`config.mk`:
```
export PLATFORM = sky130hd
export DESIGN_NAME = ebus_wr_ctrl
export DESIGN_NICKNAME = d
export VERILOG_FILES = /design/src/rtl/ebus_wr_pkg.sv /design/src/rtl/ebus_wr_seq.sv /design/src/rtl/ebus_wr_capture.sv /design/src/rtl/ebus_wr_lanes.sv /design/src/rtl/ebus_wr_ctrl.sv
export SDC_FILE = /design/constraint.sdc
export NUM_CORES = 1
export LEC_CHECK = 0
export ABC_AREA = 0
export BUFFER_PORTS_ARGS = -buffer_cell sky130_fd_sc_hd__clkbuf_2
export CAP_MARGIN = 5
export CELL_PAD_IN_SITES_DETAIL_PLACEMENT = 2
export CELL_PAD_IN_SITES_GLOBAL_PLACEMENT = 2
export CORE_ASPECT_RATIO = 0.5
export CORE_MARGIN = 1.5
export CORE_UTILIZATION = 24
export DETAILED_ROUTE_END_ITERATION = 16
export GPL_ROUTABILITY_DRIVEN = 1
export PLACE_DENSITY_LB_ADDON = 0.1
export SETUP_SLACK_MARGIN = 0.3
export SYNTH_ARGS = -nofsm -noshare
export SYNTH_HDL_FRONTEND = slang
export SYNTH_SLANG_ARGS = --single-unit
```
`constraint.sdc`:
```
create_clock -name clk -period 2.46 [get_ports clk]
set_input_delay 0.615 -clock clk [delete_from_list [all_inputs] [get_ports clk]]
set_output_delay 0.615 -clock clk [all_outputs]
set_load 0.03 [all_outputs]
```
`src/rtl/ebus_wr_pkg.sv`:
```
package ebus_wr_pkg;

  typedef enum logic [2:0] {
    ST_IDLE = 3'd0,
    ST_X1A  = 3'd1,
    ST_X1B  = 3'd2,
    ST_WA   = 3'd3,
    ST_WB   = 3'd4,
    ST_X2A  = 3'd5,
    ST_X2B  = 3'd6
  } wr_state_e;

  localparam logic [1:0] SZ_WORD = 2'b00;
  localparam logic [1:0] SZ_BYTE = 2'b01;
  localparam logic [1:0] SZ_HALF = 2'b10;

  // Strobe pattern, big-endian: bit 3 is byte offset 0.
  function automatic logic [3:0] strobe_for(input logic [1:0] sz, input logic [1:0] ofs);
    logic [3:0] r;
    case (sz)
      SZ_BYTE: r = 4'b1000 >> ofs;
      SZ_HALF: r = ofs[1] ? 4'b0011 : 4'b1100;
      default: r = 4'b1111;
    endcase
    return r;
  endfunction

  // Narrow data copied across every lane.
  function automatic logic [31:0] lane_data(input logic [1:0] sz, input logic [31:0] d);
    logic [31:0] r;
    case (sz)
      SZ_BYTE: r = {4{d[7:0]}};
      SZ_HALF: r = {2{d[15:0]}};
      default: r = d;
    endcase
    return r;
  endfunction

  // 16-bit lane drive enables from a strobe pattern.
  function automatic logic [1:0] half_enables(input logic [3:0] be);
    return {be[3] | be[2], be[1] | be[0]};
  endfunction

endpackage

```
`src/rtl/ebus_wr_seq.sv`:
```
module ebus_wr_seq
  import ebus_wr_pkg::*;
(
  input  logic      clk,
  input  logic      rst_n,
  input  logic      start,
  input  logic      ack,
  output wr_state_e st,
  output logic      done_o
);

  wr_state_e st_nx;

  always_comb begin
    st_nx = st;
    case (st)
      ST_IDLE: if (start) st_nx = ST_X1A;
      ST_X1A:  st_nx = ST_X1B;
      ST_X1B:  st_nx = ack ? ST_X2A : ST_WA;
      ST_WA:   st_nx = ST_WB;
      ST_WB:   st_nx = ack ? ST_X2A : ST_WA;
      ST_X2A:  st_nx = ST_X2B;
      ST_X2B:  st_nx = ST_IDLE;
      default: st_nx = ST_IDLE;
    endcase
  end

  always_ff @(posedge clk) begin
    if (!rst_n) begin
      st     <= ST_IDLE;
      done_o <= 1'b0;
    end else begin
      st     <= st_nx;
      done_o <= (st == ST_X2B);
    end
  end

endmodule

```
`src/rtl/ebus_wr_capture.sv`:
```
module ebus_wr_capture #(
  parameter int AW = 24,
  parameter int DW = 32,
  parameter int SW = 2,
  parameter int TW = 3
) (
  input  logic          clk,
  input  logic          rst_n,
  input  logic          load,
  input  logic [AW-1:0] addr_i,
  input  logic [DW-1:0] data_i,
  input  logic [SW-1:0] size_i,
  input  logic [TW-1:0] type_i,
  input  logic          cs_i,
  output logic [AW-1:0] addr_q,
  output logic [DW-1:0] data_q,
  output logic [SW-1:0] size_q,
  output logic [TW-1:0] type_q,
  output logic          cs_q
);

  always_ff @(posedge clk) begin
    if (!rst_n) begin
      addr_q <= '0;
      data_q <= '0;
      size_q <= '0;
      type_q <= '0;
      cs_q   <= 1'b0;
    end else if (load) begin
      addr_q <= addr_i;
      data_q <= data_i;
      size_q <= size_i;
      type_q <= type_i;
      cs_q   <= cs_i;
    end
  end

endmodule

```
`src/rtl/ebus_wr_lanes.sv`:
```
module ebus_wr_lanes
  import ebus_wr_pkg::*;
(
  input  wr_state_e   st,
  input  logic [1:0]  size_q,
  input  logic [1:0]  ofs_q,
  input  logic [31:0] data_q,
  input  logic        cs_q,
  output logic        rw_o,
  output logic        cs_o,
  output logic [3:0]  be_o,
  output logic [31:0] data_o,
  output logic [1:0]  data_oe_o
);

  logic [3:0] strobe;
  logic       in_xfer, write_phase, strobe_phase, data_phase;

  assign strobe       = strobe_for(size_q, ofs_q);
  assign in_xfer      = (st != ST_IDLE);
  assign write_phase  = in_xfer && (st != ST_X1A);
  assign strobe_phase = (st == ST_X1B) || (st == ST_WA) || (st == ST_WB) || (st == ST_X2A);
  assign data_phase   = (st == ST_WA) || (st == ST_WB) || (st == ST_X2A) || (st == ST_X2B);

  assign rw_o      = !write_phase;
  assign cs_o      = in_xfer && cs_q;
  assign be_o      = strobe_phase ? strobe : 4'b0000;
  assign data_o    = lane_data(size_q, data_q);
  assign data_oe_o = data_phase ? half_enables(strobe) : 2'b00;

endmodule

```
`src/rtl/ebus_wr_ctrl.sv`:
```
module ebus_wr_ctrl
  import ebus_wr_pkg::*;
#(
  parameter int AW = 24
) (
  input  logic          clk,
  input  logic          rst_n,
  input  logic          req_valid,
  input  logic [AW-1:0] req_addr,
  input  logic [31:0]   req_wdata,
  input  logic [1:0]    req_size,
  input  logic [2:0]    req_type,
  input  logic          req_cs,
  input  logic          ext_ack,
  input  logic          cs_ack,
  output logic [AW-1:0] bus_addr,
  output logic [1:0]    bus_size,
  output logic [2:0]    bus_type,
  output logic          bus_cs,
  output logic          bus_oe,
  output logic          bus_rw,
  output logic [3:0]    bus_be,
  output logic [31:0]   bus_data,
  output logic [1:0]    bus_data_oe,
  output logic          busy,
  output logic          done
);

  localparam int DW = 32;

  wr_state_e     st;
  logic          accept, ack_any;
  logic [DW-1:0] data_q;

  // Named events for the checker
  logic ev_ack_x1, ev_wait, ev_x2_end;

  assign ack_any   = ext_ack | cs_ack;
  assign accept    = req_valid && (st == ST_IDLE);
  assign ev_ack_x1 = (st == ST_X1B) && ack_any;
  assign ev_wait   = (st == ST_WA) || (st == ST_WB);
  assign ev_x2_end = (st == ST_X2B);

  ebus_wr_seq u_seq (
    .clk    (clk),
    .rst_n  (rst_n),
    .start  (accept),
    .ack    (ack_any),
    .st     (st),
    .done_o (done)
  );

  ebus_wr_capture #(.AW(AW), .DW(DW), .SW(2), .TW(3)) u_cap (
    .clk    (clk),
    .rst_n  (rst_n),
    .load   (accept),
    .addr_i (req_addr),
    .data_i (req_wdata),
    .size_i (req_size),
    .type_i (req_type),
    .cs_i   (req_cs),
    .addr_q (bus_addr),
    .data_q (data_q),
    .size_q (bus_size),
    .type_q (bus_type),
    .cs_q   (cs_q_w)
  );

  logic cs_q_w;

  ebus_wr_lanes u_lanes (
    .st        (st),
    .size_q    (bus_size),
    .ofs_q     (bus_addr[1:0]),
    .data_q    (data_q),
    .cs_q      (cs_q_w),
    .rw_o      (bus_rw),
    .cs_o      (bus_cs),
    .be_o      (bus_be),
    .data_o    (bus_data),
    .data_oe_o (bus_data_oe)
  );

  assign busy   = (st != ST_IDLE);
  assign bus_oe = 1'b0;

endmodule

```
Word-level counts from Yosys, hierarchy flattened
Index checks and enable logic that the tools add are counted.
{ "op_classes": {"reduce_logical": 13, "n_eq_ne": 10, "muxes": 8, "n_div": 0, "n_shift": 1, "n_bitwise": 3, "multipliers": 0, "order_cmp": 0, "add_sub_neg": 0} }
{ "ops": {"columns": ["cell", "n"], "rows": [
  ["32-bit case mux with 2 select lines", 1],
  ["3-bit case mux with 5 select lines", 1],
  ["3-bit == test, second input constant", 3],
  ["4-bit 2-to-1 mux", 2],
  ["4-bit case mux with 2 select lines", 1],
  ["3-bit by 2-bit == test with 1-bit output, second input constant", 2],
  ["1-bit logical OR", 6],
  ["3-bit 2-to-1 mux", 2],
  ["4-bit by 2-bit right shift with 4-bit output, first input constant", 1],
  ["3-bit by 1-bit == test with 1-bit output, second input constant", 1],
  ["1-bit logical AND", 3],
  ["3-bit zero test", 1],
  ["3-bit by 1-bit inequality test with 1-bit output, second input constant", 1],
  ["1-bit bitwise OR", 3],
  ["3-bit nonzero test", 1],
  ["2-bit by 1-bit == test with 1-bit output, second input constant", 1],
  ["2-bit == test, second input constant", 1],
  ["2-bit 2-to-1 mux", 1],
  ["2-bit inequality test, second input constant", 1],
  ["2-bit OR reduction", 1],
  ["1-bit zero test", 1]
]} }
{ "totals": {"latchBits": 0, "word_cells": 42, "output_inout_bits": 72, "in_bits": 67, "mem_count": 0, "ram_bits": 0, "rom_bits": 0, "register_bits": 66} }

Logic depth before layout (Yosys ltp)
{ "logic_depth": {"word_depth": 5, "ltp_mapped": 7, "mapped_depth_nobuf": 5} }

Modules after synthesis
Synthesis repeated with hierarchy kept, for this count alone.
{ "unflattened": {"cells_unflattened": 322, "area_unflattened_um2": 3180.6} }
{ "by_module_without_submodules": {"columns": ["mod", "n_inst", "area_each_um2", "cells_per_inst", "seq_area_each_um2"], "rows": [
  ["ebus_wr_capture", 1, 2373.5, 199, 1241.2],
  ["ebus_wr_lanes", 1, 613.1, 101, 0.0],
  ["ebus_wr_seq", 1, 161.4, 17, 80.1],
  ["ebus_wr_ctrl", 1, 32.5, 5, 0.0]
]} }

Worst setup path after synthesis
OpenSTA, ideal clock, no wires.
{ "synth_path": {"path_type": "register to output", "startpoint": "register u_cap.size_q[0]", "endpoint": "output port bus_data[16]", "path_stages_with_launch": 7, "arrival_time_ns": 2.109, "t_required_ns": 1.845, "path_slack_ns": -0.264, "path_buffers": 2, "cell_sequence": "dfxtp_1 -> ha_1 -> clkbuf_1 -> or2_2 -> clkbuf_1 -> nand2_1 -> o21ai_0"} }
{ "synth_via": {"elab_chain_cells": 2, "elab_cells_between_ends": 3, "cone_classes": "eq/ne (2); mux (1)"} }
{ "synth_lines": {"columns": ["item", "line_no", "source"], "rows": [
  ["from (decl)", "ebus_wr_capture.sv:17", "output logic [SW-1:0] size_q,"],
  ["from (signal assigned)", "ebus_wr_capture.sv:32", "size_q <= size_i;"],
  ["2-bit == test or 2-bit by 1-bit == test with 1-bit output (tied branches)", "ebus_wr_pkg.sv:31", "case (sz)"],
  ["32-bit case mux with 2 select lines (*)", "ebus_wr_pkg.sv:31", null],
  ["to (decl)", "ebus_wr_ctrl.sv:23", "output logic [31:0] bus_data,"]
]} }
Every way passes the cells marked *; elsewhere a longest branch is shown, timed or not.

Worst setup path after layout
{ "layout_path": {"startpoint": "register u_cap.size_q[0]", "endpoint": "output port bus_data[11]"} }
The elaborated chain is that of the path after synthesis.

==> flow_metrics.py <==
metrics = {
    "logic_synthesis": {
        "avgSynthCellArea_um2": 7.56,
        "synthMuxAreaShare_pct": 0,
        "synth_fp_nets": 466,
        "synthesis.instances": 396,
        "synth_area_um2": 2990,
        "ys_ff_latch": 66,
        "synth_top_area_cell": "dfxtp_1",
        "synth_cell_types": 27,
        "synth_adder_area_share_pct": 1.25,
        "synth_top_area_share_pct": 44.1,
        "yosysSeqAreaShare_pct": 44.1,
        "synth_compound_area_share_pct": 19.6,
        "synth_top_family_by_area": "simple AND/OR/NAND/NOR gates",
        "ys_top_cells_by_area": "dfxtp_1, nand2_1, a21oi_1",
        "yosys_warnings": 0,
        "synth_xor_area_share_pct": 0.878,
        "synth-simple-area-share_pct": 23.4,
    },
    "run_status": {
        "outcome": "complete, no violations",
    },
    "global_route": {
        "grt_pass1_vias": 3329,
        "grt_pass1_wl_um": 17400,
        "grt_usage_pct": 17.2,
        "grt_antenna_before_repair": 0,
        "grt_max_degree": 53,
        "grt.overflow.total": 0,
    },
    "setup_path": {
        "crit_path_end_kind": "primary output",
        "crit_arrival_ns": 1.77,
        "critPathKind": "register to primary output",
        "cp_cell_sequence": "inv_4 -> ha_4 -> buf_8 -> or2_4 -> a22o_4 -> buf_8",
        "cpMaxStageDelayCell": "dfxtp_4",
        "cp.required_ns": 1.85,
        "critPathMaxFanout": 8,
        "critical-path-max-stage-delay_ns": 0.37,
        "critPathMostFrequentCell": "buf_8",
        "cp-start-kind": "register",
    },
    "clock_tree": {
        "cts_buffer_depth": 2,
        "ctsHtreeMaxLevel": 3,
        "cts_tree": "yes",
        "clock_latency_ns": 0.33,
        "clockRootBuffer": "clkbuf_16",
        "clk_pin_slew_ns": 0.06,
        "cts.sinks": 66,
        "cts_buffers": 9,
        "ctsHoldBuffers": 0,
    },
    "floorplan": {
        "start_util_pct": 25.0,
        "die-width_um": 161,
        "die_h_um": 82.0,
        "dieArea_um2": 13200,
        "io_pins": 139,
        "coreArea_um2": 12000,
        "rows": 28,
    },
    "layout": {
        "drive_gt1_share_pct": 44.7,
        "fin_nets": 591,
        "utilization_pct": 39.7,
        "antenna_cells": 0,
        "syn_to_final_growth_pct": 58.9,
        "fill_cells": 1396,
    },
    "sta": {
        "final-setup-viol-count": 0,
        "period_minus_slack_ns": 2.39,
        "rsz0062_at_grt": "true",
        "slew_violations": 0,
        "fin_ws_ns": 0.0716,
        "post-route-period-util_pct": 97.1,
        "clock-skew-final_ns": 0.00759,
        "max_freq_ghz": 0.419,
        "hold_viol": 0,
    },
    "drt": {
        "ant_nets": 0,
        "wl_per_cell_um": 16.4,
        "wl_um": 11300,
        "vias": 3131,
        "initialDrtViolationCount": 86,
        "viasPerCell": 4.53,
        "dr.pass1.iters": 4,
        "drc": 0,
    },
    "worst_hold_path": {
        "hp-class": "register to register",
    },
    "run": {
        "drv_cap": 0,
    },
    "placement": {
        "dpl.hpwl_um": 7500,
        "pre_cts_ws_ns": -0.104,
        "place.gp.congestion": 0.704,
        "port_buffers": 137,
    },
    "pwr": {
        "p_leak_nw": 2.08,
        "ir_drop_uv": 258,
        "p_per_area_nw_per_um2": 744,
    },
}
==> per-stage QoR <==
step	cell area, um^2	hold slack [ns]	instances	power (W)	setup TNS (ns)
floorplan	3180	0.432	396	0.00184	0
global placement	3820	0.441	665	0.00203	-0.472
detailed placement	3820	0.451	665	0.00204	-0.773
CTS	4690	0.458	691	0.00356	0
global route	4750	0.479	691	0.00372	0
finish	4750	0.455	691	0.00354	0
==> cell families after synthesis <==
| kind of cell | after synthesis |
|---|---|
| xor gates and xnor gates | 3 |
| buffers and inverters | 46 |
| DFF | 66 |
| other | 1 |
| AOI/OAI and AO/OA | 107 |
| adders and majority gates | 3 |
| and+or+nand+nor | 170 |
==> synthesized netlist by cell type (all sizes together) <==
master,number
dfxtp,66
clkbuf,16
a22oi,8
a22o,8
or2,2
and2,3
or3,1
o21ai,22
buf,25
ha,3
nor3,4
or4b,1
xnor2,1
nor3b,1
a21oi,68
conb,1
nor4b,2
nand2,150
nor2,3
xor2,2
nor2b,2
inv,5
o21bai,1
nand3,1
==> cell type report <==
class / instances / area (um^2) / share of cell area, %
flip-flops and latches: 66 / 1330 / 28.0
multi-input cells: 284 / 1700 / 35.8
inverters: 5 / 25.0 / 0.526
clock inverters: 6 / 67.6 / 1.42
repair buffers: 155 / 1190 / 25.1
clock buffers: 10 / 229 / 4.82
well taps: 165 / 206 / 4.34
==> worst max-delay path: cells and delay by family, from the launching register on <==
family | cells | cell delay, ns
fa+ha+maj | 1 | 0.22
buf+inv | 3 | 0.30
flops | 1 | 0.37
simple gates | 1 | 0.30
compound gates | 1 | 0.25
==> registers in the layout, summed over array words and instances, names as in the netlist <==
register,cells
u_cap.data_q,32
u_cap.cs_q,1
u_seq.done_o,1
u_cap.addr_q,24
u_seq.st,3
u_cap.type_q,3
u_cap.size_q,2
==> layer usage <==
metal	GRT usage (%)	vias to the layer above	share of wire, %
met1	20.1	1492	44
met2	30.5	80	48
met4	3.89	0	0.87
met5	0	-	0
met3	6.41	12	6.8
li1	-	1547	-
==> timing repair <==
| action | 4_1_cts | 5_1_grt |
|---|---|---|
| pin swaps | 21 | 10 |
| setup buffers | 7 | 0 |
| cloned | 3 | 0 |
| resized for setup | 105 | 34 |
| setup endpoints to repair | 31 | 30 |
==> report_power, final <==
part | leakage, nW | internal (W) | switching [W]
registers | 0.544 | 0.00115 | 0.0000903
clock network | 0.139 | 0.000787 | 0.000505
logic | 1.40 | 0.000408 | 0.000595
==> cells in the final DEF (no fill, tap or decap), types with 6 or more instances in the layout <==
cell type	synthesis	final
nand2_4	0	12
clkbuf_8	0	12
nand2_1	150	131
nand2_2	0	7
dfxtp_1	66	61
buf_8	0	13
a21oi_1	68	65
o21ai_2	0	11
clkbuf_2	0	107
o21ai_4	0	6
a22o_4	0	8
a22oi_1	8	8
buf_4	10	12
clkbuf_16	0	9
==> final timing paths <==
| check | startpoint | end | slack (ns) | cells after the start |
|---|---|---|---|---|
| worst max-delay path | u_cap.size_q[0] | bus_data[11] | 0.07 | 6 |
| worst min-delay path | u_cap.cs_q | u_cap.cs_q | 0.46 | 2 |
| worst max register to register | u_seq.st[0] | u_cap.data_q[14] | 0.76 | 4 |
| worst min register to register | u_cap.cs_q | u_cap.cs_q | 0.46 | 2 |
(Power assumes the default switching activity.)
